`config.mk`:
```
export PLATFORM = sky130hd
export DESIGN_NAME = uart_irq_status
export DESIGN_NICKNAME = d
export VERILOG_FILES = /design/src/rtl/uart_irq_pkg.sv /design/src/rtl/uart_irq_rst_sync.sv /design/src/rtl/uart_irq_flag.sv /design/src/rtl/uart_irq_prio.sv /design/src/rtl/uart_irq_status.sv
export SDC_FILE = /design/constraint.sdc
export NUM_CORES = 1
export LEC_CHECK = 0
export BUFFER_PORTS_ARGS = -buffer_cell sky130_fd_sc_hd__buf_2
export CAP_MARGIN = 30
export CORE_UTILIZATION = 43
export CTS_CLUSTER_DIAMETER = 100
export DETAILED_ROUTE_END_ITERATION = 10
export PLACE_DENSITY = 0.77
export REMOVE_ABC_BUFFERS = 1
export SETUP_SLACK_MARGIN = 0.3
export SLEW_MARGIN = 0
export SYNTH_ARGS = -nofsm -noshare
export SYNTH_HDL_FRONTEND = slang
export SYNTH_SLANG_ARGS = --single-unit
```
`constraint.sdc`:
```
create_clock -name clk -period 1.45 [get_ports clk]
set_input_delay 0.29 -clock clk [delete_from_list [all_inputs] [get_ports clk]]
set_output_delay 0.29 -clock clk [all_outputs]
set_load 0.01 [all_outputs]
```
`src/rtl/uart_irq_pkg.sv`:
```
package uart_irq_pkg;
  localparam int NSRC = 6;
  localparam int ID_W = 3;

  // Source index; lower index = higher priority
  localparam int SRC_LINE  = 0;
  localparam int SRC_RXTO  = 1;
  localparam int SRC_RXRDY = 2;
  localparam int SRC_TXRDY = 3;
  localparam int SRC_MODEM = 4;
  localparam int SRC_FLOW  = 5;

  typedef enum logic [ID_W-1:0] {
    ID_NONE  = 3'd0,
    ID_LINE  = 3'd1,
    ID_RXTO  = 3'd2,
    ID_RXRDY = 3'd3,
    ID_TXRDY = 3'd4,
    ID_MODEM = 3'd5,
    ID_FLOW  = 3'd6
  } irq_id_e;
endpackage

```
`src/rtl/uart_irq_rst_sync.sv`:
```
module uart_irq_rst_sync #(
  parameter int STAGES = 2
) (
  input  logic clk,
  input  logic rst_n,
  output logic rst_sync_n
);
  logic [STAGES-1:0] chain_q;
  logic [STAGES-1:0] chain_d;

  always_comb begin
    chain_d = {chain_q[STAGES-2:0], 1'b1};
  end

  always_ff @(posedge clk or negedge rst_n) begin
    if (!rst_n) chain_q <= '0;
    else        chain_q <= chain_d;
  end

  assign rst_sync_n = chain_q[STAGES-1];
endmodule

```
`src/rtl/uart_irq_flag.sv`:
```
// Sticky pending flag: a set in the same cycle as a clear wins.
module uart_irq_flag (
  input  logic clk,
  input  logic rst_n,
  input  logic set_i,
  input  logic clr_i,
  output logic pend_o
);
  logic pend_q;
  logic pend_d;

  always_comb begin
    pend_d = pend_q;
    if (clr_i) pend_d = 1'b0;
    if (set_i) pend_d = 1'b1;
  end

  always_ff @(posedge clk or negedge rst_n) begin
    if (!rst_n) pend_q <= 1'b0;
    else        pend_q <= pend_d;
  end

  assign pend_o = pend_q;
endmodule

```
`src/rtl/uart_irq_prio.sv`:
```
module uart_irq_prio
  import uart_irq_pkg::*;
#(
  parameter int N = NSRC
) (
  input  logic [N-1:0]    req_i,
  output logic            any_o,
  output logic [ID_W-1:0] id_o
);
  always_comb begin
    id_o = '0;
    for (int i = N - 1; i >= 0; i--) begin
      if (req_i[i]) id_o = ID_W'(i + 1);
    end
    any_o = |req_i;
  end
endmodule

```
`src/rtl/uart_irq_status.sv`:
```
module uart_irq_status
  import uart_irq_pkg::*;
#(
  parameter int LVL_W = 8
) (
  input  logic             clk,
  input  logic             rst_n,
  input  logic [LVL_W-1:0] rx_level,
  input  logic [LVL_W-1:0] rx_trig,
  input  logic             rx_empty,
  input  logic             rx_tmo_pulse,
  input  logic             line_err_pulse,
  input  logic             tx_room_pulse,
  input  logic             modem_chg_pulse,
  input  logic             hshk_chg_pulse,
  input  logic             xoff_chg_pulse,
  input  logic             spec_chr_pulse,
  input  logic             rd_lsr,
  input  logic             rd_isr,
  input  logic             rd_msr,
  input  logic             en_we,
  input  logic [NSRC-1:0]  en_wdata,
  output logic             irq_o,
  output logic [ID_W-1:0]  irq_id
);
  logic            rst_sync_n;
  logic [NSRC-1:0] set_v;
  logic [NSRC-1:0] clr_v;
  logic [NSRC-1:0] pend_v;
  logic [NSRC-1:0] en_q;
  logic [NSRC-1:0] en_d;
  logic [NSRC-1:0] masked_v;
  logic            lvl_hit;

  uart_irq_rst_sync #(.STAGES(2)) u_rst (
    .clk        (clk),
    .rst_n      (rst_n),
    .rst_sync_n (rst_sync_n)
  );

  // Set and clear conditions, one pair per source
  always_comb begin
    lvl_hit = (rx_level >= rx_trig);
    set_v = '0;
    clr_v = '0;
    set_v[SRC_LINE]  = line_err_pulse;
    clr_v[SRC_LINE]  = rd_lsr;
    set_v[SRC_RXTO]  = rx_tmo_pulse;
    clr_v[SRC_RXTO]  = rx_empty;
    set_v[SRC_RXRDY] = lvl_hit;
    clr_v[SRC_RXRDY] = ~lvl_hit;
    set_v[SRC_TXRDY] = tx_room_pulse;
    clr_v[SRC_TXRDY] = rd_isr;
    set_v[SRC_MODEM] = modem_chg_pulse | hshk_chg_pulse;
    clr_v[SRC_MODEM] = rd_msr;
    set_v[SRC_FLOW]  = xoff_chg_pulse | spec_chr_pulse;
    clr_v[SRC_FLOW]  = rd_isr;
  end

  for (genvar g = 0; g < NSRC; g++) begin : g_flag
    uart_irq_flag u_flag (
      .clk    (clk),
      .rst_n  (rst_sync_n),
      .set_i  (set_v[g]),
      .clr_i  (clr_v[g]),
      .pend_o (pend_v[g])
    );
  end

  // Enable register with explicit load enable
  always_comb begin
    en_d = en_q;
    if (en_we) en_d = en_wdata;
  end

  always_ff @(posedge clk or negedge rst_sync_n) begin
    if (!rst_sync_n) en_q <= '0;
    else             en_q <= en_d;
  end

  always_comb masked_v = pend_v & en_q;

  uart_irq_prio #(.N(NSRC)) u_prio (
    .req_i (masked_v),
    .any_o (irq_o),
    .id_o  (irq_id)
  );
endmodule

```
==> reports/metrics.cfg, run 1 <==
[floorplanning]
die_w_um = 44.0
row_count = 14
initial_core_util_pct = 48.2
fp.coreArea_sq_mm = 0.00158
die_h_um = 44.0
pin_count = 40
die_area_sq_mm = 0.00194

[min_path]
worstHoldPathType = in -> reg

[worst_setup_path]
arrival_ns = 1.29
crit_required_ns = 1.16
worst_setup_path_start_kind = register
crit_type = reg -> out
crit_fanout = 2
endpoint_kind = output port

[clocking]
cts-htree-levels = 1
numClockSinks = 14
insertion_delay_ns = 0.27
clk_path_buf_depth = 2
path_clk_slew_ns = 0.09
cts_buffers = 3
cts_root_buf = clkbuf_4
cts_tree = yes

[cells_and_area]
multi_input_area_sq_um = 368
final_nets = 159
finish.utilization_pct = 66.0
syn_to_final_growth_pct = 36.9
antenna-diode-count = 0
n_fill_cell = 132
seqCellArea_sq_um = 350
drive_above_1_share_pct = 49.1

[global_route]
grt_pass1_vias = 649
grt_pass1_wl_um = 2460
grt_use_total_pct = 16.7
grt-ovfl-total = 0
antenna_found_initial = 0
grt_max_degree = 13

[detailed_routing]
post_drt_via_cell_ratio = 4.95
drtAntennaViolNets = 0
num_vias = 643
wl_um = 1420
drtPass1Iterations = 6
drc = 0
wire_per_inst_um = 10.9
initialDrtViolationCount = 3

[sta]
fin_worst_skew_ns = 0.00544
finalCriticalPeriod_ns = 1.58
drv_slew = 0
max_freq_mhz = 634
finalHoldViolations = 0
fin_crit_sh_pct = 109
finalWorstSetupSlack_ns = -0.127
setup-violations-final = 4
rsz0062_at_grt = true

[pwr]
leakage_nw = 0.592
cellPowerDensity_mw_per_mm2 = 891
finalPower_uw = 926
ir_worst_vdd_uv = 635

[yosys]
synth.distinct_cells = 25
synth_area_sq_um = 759
synth-seq-cells = 14
syn_avg_cell_area_sq_um = 11.0
netlist_instances = 69
synth.yosys.seq_area_share_pct = 46.1
synth_warnings = 0

[placement]
place_congestion = 0.699
portBuffers = 39
hpwl_um = 1190

[job]
cap_violations = 0

[run_status]
status = complete, but fails checks
violations = setup timing

-- cells in the final DEF (no fill, tap or decap) --
cell	count
a211o_1	1
a21boi_2	1
a21o_1	5
a21o_2	1
a21oi_1	1
a21oi_2	1
a221oi_2	1
a22o_1	2
a22oi_2	1
a31oi_1	2
a32o_1	1
and3_1	1
buf_2	39
buf_4	2
clkbuf_4	3
clkbuf_8	1
conb_1	1
dfrtp_1	14
dlygate4sd3_1	1
ha_1	8
inv_1	12
mux2_2	6
nand2_1	3
nand2b_1	1
nand3_1	1
nor2_1	1
nor2b_1	1
o21ai_0	1
o21ai_1	1
-- final cells by class --
type                            instances  share of cell area, %
Multi-Input combinational cell         42                   35.4
Sequential cell                        14                   33.7
Timing Repair Buffer                   42                   21.2
Inverter                               12                   4.33
Clock buffer                            4                   3.49
Tap cell                               16                   1.93
-- kinds of logic (layout without fill, tap and decap cells) --
group	count (synthesis)	in the layout	synth area share, %
buffers and inverters	13	58	6.59
adder cells (fa/ha/maj)	8	8	13.2
other	1	1	0.494
AND/OR/NAND/NOR	8	8	5.11
multiplexers	6	6	8.90
AO/OA/AOI/OAI	19	19	19.6
flip-flops	14	14	46.1
-- flip-flops by register name (all words and copies together), names as in the netlist --
signal / count
g_flag.u_flag.pend_o: 6
en_q: 6
u_rst.chain_q: 2
-- critical path, stage by stage (launching register included) --
cell and delay [ns]:
dfrtp_1 0.39, a22o_1 0.26, a21oi_2 0.11, nor2b_1 0.13
buf_2 0.13
-- where the power goes --
| group | internal [mW] | total, mW | switching, mW | leakage, nW |
|---|---|---|---|---|
| registers | 0.422 | 0.453 | 0.0311 | 0.157 |
| clock network | 0.152 | 0.274 | 0.122 | 0.0210 |
| logic | 0.121 | 0.199 | 0.0784 | 0.414 |
| total | 0.695 | 0.926 | 0.231 | 0.592 |
-- timing repair --
item | 4_1_cts | 5_1_grt
setup endpoints to repair | 4 | 4
hold buffers | 1 | 0
buffers inserted | 2 | 0
hold endpoints to repair | 2 | 0
pin swaps | 4 | 1
gates resized for setup | 2 | 0
-- final timing paths --
path | slack [ns] | cells after the start | end | startpoint
setup / recovery | -0.13 | 4 | irq_id[2] | en_q[1]
hold / removal | 0.19 | 2 | g_flag[4].u_flag.pend_o | rd_msr
setup reg to reg | 0.56 | 2 | en_q[1] | en_q[1]
hold reg to reg | 0.20 | 0 | en_q[5] | u_rst.chain_q[1]
max in group asynchronous | 0.92 | 0 | g_flag[1].u_flag.pend_o | u_rst.chain_q[1]
min in group asynchronous | 0.20 | 0 | en_q[5] | u_rst.chain_q[1]
-- per-stage QoR --
step,TNS (ns),cell area (sq um),setup slack [ns],std cells,hold WS [ns]
final,-0.423,1040,-0.127,130,0.188
after global routing,-0.726,1040,-0.216,130,0.194
after CTS,-0.458,1040,-0.142,130,0.188
after detailed placement,0,970,0.120,123,0.0818
after global placement,0,970,0.141,123,0.0767
after floorplan,0,754,0.221,68,-0.00559
-- synth_stat cells (all sizes together) --
library cell  count  area, sq um
a32o              1         10.0
mux2              6         67.6
buf               1         5.00
a221oi            1         15.0
nand2             3         11.3
a21o              6         46.3
a21boi            1         7.51
and3              1         6.26
a22oi             1         7.51
nor2b             1         6.26
dfrtp            14          350
nand3             1         5.00
a211o             1         8.76
inv              12         45.0
a21oi             2         13.8
ha                8          100
conb              1         3.75
nor2              1         3.75
a31oi             2         12.5
a22o              2         17.5
nand2b            1         6.26
o21ai             2         10.0
-- metal layers --
| metal | share of wire, % | global-route usage [%] | vias to the layer above |
|---|---|---|---|
| met2 | 51 | 31.2 | 22 |
| met5 | 0 | 0 | - |
| met1 | 43 | 19.2 | 293 |
| met3 | 5.4 | 4.08 | 0 |
| met4 | 0 | 3.64 | 0 |
| li1 | - | - | 328 |
Note: power is estimated with default switching activity, not from simulation.
==> inputs of run 2 (changes only) <==
--- a/config.mk
+++ b/config.mk
@@ -7,7 +7,7 @@
 export LEC_CHECK = 0
 export BUFFER_PORTS_ARGS = -buffer_cell sky130_fd_sc_hd__buf_2
 export CAP_MARGIN = 30
-export CORE_UTILIZATION = 43
+export CORE_UTILIZATION = 44
 export CTS_CLUSTER_DIAMETER = 100
 export DETAILED_ROUTE_END_ITERATION = 10
 export PLACE_DENSITY = 0.77
@@ -16,4 +16,5 @@
 export SLEW_MARGIN = 0
 export SYNTH_ARGS = -nofsm -noshare
 export SYNTH_HDL_FRONTEND = slang
+export SYNTH_HIERARCHICAL = 1
 export SYNTH_SLANG_ARGS = --single-unit
==> run 2 against run 1 <==
Against the previous run: the flow still finishes with violations (setup timing); sequential share of layout area decreased by 4.2 points; via count increased by 7.9%; register-to-register slack improved by 0.14 ns; synthesized cell count increased by 12%; worst setup slack got worse by 0.17 ns; utilization increased by 2.7 points; design area increased by 14%; total power increased by 4.9%; non-clock buffer count unchanged; sequential power decreased by 2%; critical path type unchanged; highest routed layer is now met4.
==> reports/metrics.cfg, run 2 <==
[cells_and_area]
n_fill_cell = 142  ; was 132
antenna-diode-count = 0  ; unchanged
finish.utilization_pct = 68.7  ; was 66.0%
seqCellArea_sq_um = 350  ; unchanged
mostFrequentLayoutCell = buf_2  ; unchanged
drive_above_1_share_pct = 54.1  ; was 49.1%
final_nets = 167  ; was 159
layout_common_cells = buf_2 (36), dfrtp_1 (14), inv_1 (12)  ; was buf_2 (39), dfrtp_1 (14), inv_1 (12)
design_area_sq_mm = 0.00119  ; was 0.00104 sq mm
syn_to_final_growth_pct = 47.4  ; was 36.9%
multi_input_area_sq_um = 464  ; was 368 sq um

[pwr]
ir_worst_vdd_uv = 536  ; was 635 uV
cellPowerDensity_mw_per_mm2 = 819  ; was 891 mW/mm^2
leakage_nw = 0.631  ; was 0.592 nW

[detailed_routing]
post_drt_via_cell_ratio = 4.72  ; was 4.95
initialDrtViolationCount = 14  ; was 3
drc = 0  ; unchanged
wl_um = 1590  ; was 1420 um
wire_per_inst_um = 10.8  ; was 10.9 um
drtAntennaViolNets = 0  ; unchanged
drtPass1Iterations = 4  ; was 6
num_vias = 694  ; was 643

[worst_setup_path]
crit_required_ns = 1.16  ; about the same
crit_slowest_cell = dfrtp_1  ; unchanged
arrival_ns = 1.45  ; was 1.29 ns
endpoint_kind = output port  ; unchanged
crit_fanout = 3  ; was 2
cpPeakStageDelay_ns = 0.38  ; was 0.39 ns
worstPathCellList = and2_4 > or3b_1 > a21oi_1 > buf_2  ; was a22o_1 > a21oi_2 > nor2b_1 > buf_2
crit_type = reg -> out  ; unchanged
r2r-start = en_q[3]  ; was en_q[1]
cp-startpoint = en_q[4]  ; was en_q[1]
worst_setup_path_start_kind = register  ; unchanged

[placement]
place_area_sq_mm = 0.00104  ; was 970 sq um
portBuffers = 39  ; unchanged
post-place-ws_ns = -0.140  ; was 0.120 ns
hpwl_um = 1230  ; was 1190 um
place_congestion = 0.739  ; was 0.699

[clocking]
cts-htree-levels = 1  ; unchanged
numClockSinks = 14  ; unchanged
cts_buffers = 3  ; unchanged
path_clk_slew_ns = 0.08  ; was 0.09 ns
cts_tree = yes  ; unchanged
insertion_delay_ns = 0.27  ; about the same
cts_root_buf = clkbuf_4  ; unchanged
cts_setup_buffers = 0  ; was 2
clk_path_buf_depth = 2  ; unchanged

[min_path]
holdCritStartpoint = tx_room_pulse  ; was rd_msr
worstHoldPathType = in -> reg  ; unchanged

[yosys]
synth_top_area_cell = dfrtp_1  ; unchanged
yosys.area.top_type_share_pct = 43.5  ; was 46.1%
synthAdderAreaFrac_pct = 12.4  ; was 13.2%
synth-seq-cells = 14  ; unchanged
synth_top_family_by_area = compound AO/OA/AOI/OAI gates  ; unchanged
synth_edf_count = 0  ; unchanged
async_flop_share_pct = 100  ; unchanged
synthXorXnorAreaFrac_pct = 0  ; unchanged
yosys_most_used_dff = dfrtp_1  ; unchanged
synth.distinct_cells = 24  ; was 25
synthTopCellsByCount = inv_1 (15), dfrtp_1 (14), a21o_1 (9), ha_1 (8)  ; was dfrtp_1 (14), inv_1 (12), ha_1 (8), mux2_2 (6), a21o_1 (5)
synth.yosys.seq_area_share_pct = 43.5  ; was 46.1%
syn_avg_cell_area_sq_um = 10.4  ; was 11.0 sq um
synth_warnings = 6  ; was 0
yosysMostFrequentCell = inv_1  ; was dfrtp_1
netlist_instances = 77  ; was 69
synth_area_leaders = dfrtp_1 (44%), ha_1 (12%), a21o_1 (8.4%), mux2_2 (8.4%), inv_1 (7.0%)  ; was dfrtp_1 (46%), ha_1 (13%), mux2_2 (8.9%), inv_1 (5.9%), a21o_1 (4.9%)
yosys.area_share.simple_pct = 13.2  ; was 5.11%
synth_area_sq_um = 805  ; was 759 sq um
muxShareOfSynthArea_pct = 8.40  ; was 8.90%
synth-compound-area-share_pct = 14.3  ; was 19.6%

[floorplanning]
pin_count = 40  ; unchanged
die_h_um = 44.8  ; was 44.0 um
die_area_sq_mm = 0.00200  ; was 0.00194 sq mm
row_count = 15  ; was 14
fp.coreArea_sq_mm = 0.00173  ; was 0.00158 sq mm
initial_core_util_pct = 46.6  ; was 48.2%
die_w_um = 44.8  ; was 44.0 um

[sta]
finalCriticalPeriod_ns = 1.74  ; was 1.58 ns
rsz0062_at_grt = true  ; unchanged
fin_crit_sh_pct = 120  ; was 109%
hold_slack_ns = 0.194  ; was 0.188 ns
finalSetupTns_ns = -1.01  ; was -0.423 ns
finalHoldViolations = 0  ; unchanged
drv_slew = 0  ; unchanged
finalWorstSetupSlack_ns = -0.293  ; was -0.127 ns
max_freq_mhz = 574  ; was 634 MHz
fin_worst_skew_ns = 0.000458  ; was 0.00544 ns
setup-violations-final = 4  ; unchanged

[global_route]
grt_pass1_wl_um = 2700  ; was 2460 um
antenna_found_initial = 0  ; unchanged
grt_max_degree = 13  ; unchanged
grt_use_total_pct = 18.6  ; was 16.7%
grt_pass1_vias = 679  ; was 649
grt-ovfl-total = 0  ; unchanged

[job]
cap_violations = 0  ; unchanged

[run_status]
violations = setup timing  ; unchanged
status = complete, but fails checks  ; unchanged

## run 2: changes by cell type in the layout (fill, tap and decap cells not counted), sizes merged, moves of 2 or more
cell / change
and2: +6
nand2: -3
a21o: +3
or2: +2
inv: +3
a22o: -2
## run 2: final cells by class
cell class	instances	share of cell area, %
well taps	25	2.64
repair buffers	42	20.5
inverters	15	5.17
flip-flops and latches	14	29.5
clock buffers	4	3.06
multi-input cells	47	39.1
## run 2: where the power goes
part | switching [mW] | internal [mW]
clock network | 0.113 | 0.153
registers | 0.0203 | 0.423
logic | 0.109 | 0.154
## run 2: through the flow
stage,std cells,power [mW]
3_5_place_dp,142,0.672
4_1_cts,147,0.976
6_report,147,0.972
3_3_place_gp,142,0.660
2_1_floorplan,76,0.574
5_1_grt,147,1.05
## run 2: cell families (layout without fill, tap and decap cells)
| group | Yosys count | in the layout |
|---|---|---|
| buf+inv | 16 | 61 |
| flops | 14 | 14 |
| simple gates | 17 | 17 |
| compound gates | 15 | 15 |
| mux | 6 | 6 |
| other cells | 1 | 1 |
| fa+ha+maj | 8 | 8 |
## run 2: worst paths after layout
| kind | to | slack (ns) | cells after the start |
|---|---|---|---|
| min in group asynchronous | g_flag[0].u_flag/pend_o | 0.20 | 0 |
| worst min register to register | g_flag[0].u_flag/pend_o | 0.20 | 0 |
| max in group asynchronous | en_q[3] | 0.93 | 0 |
| worst max-delay path | irq_id[1] | -0.29 | 4 |
| worst max register to register | en_q[3] | 0.70 | 1 |
| worst min-delay path | g_flag[3].u_flag/pend_o | 0.19 | 2 |
## run 2: repair_timing
action,in CTS,in global routing
hold buffers,1,0
pin swaps,7,2
endpoints found under the setup margin,5,5
gates resized for setup,15,3
endpoints found under the hold margin,2,0
## run 2: worst max-delay path: cells and delay by family (launching register included)
family	cells	cell delay, ns
simple gates	2	0.53
flops	1	0.38
buf+inv	1	0.14
compound gates	1	0.13
## run 2: routing by layer
layer | up-vias | GRT usage [%] | part of all wire (%)
li1 | 352 | - | -
met1 | 321 | 18.9 | 41
met2 | 19 | 36.8 | 54
met3 | 2 | 6.00 | 4.1
met4 | 0 | 3.64 | 0.38
met5 | - | 0 | 0
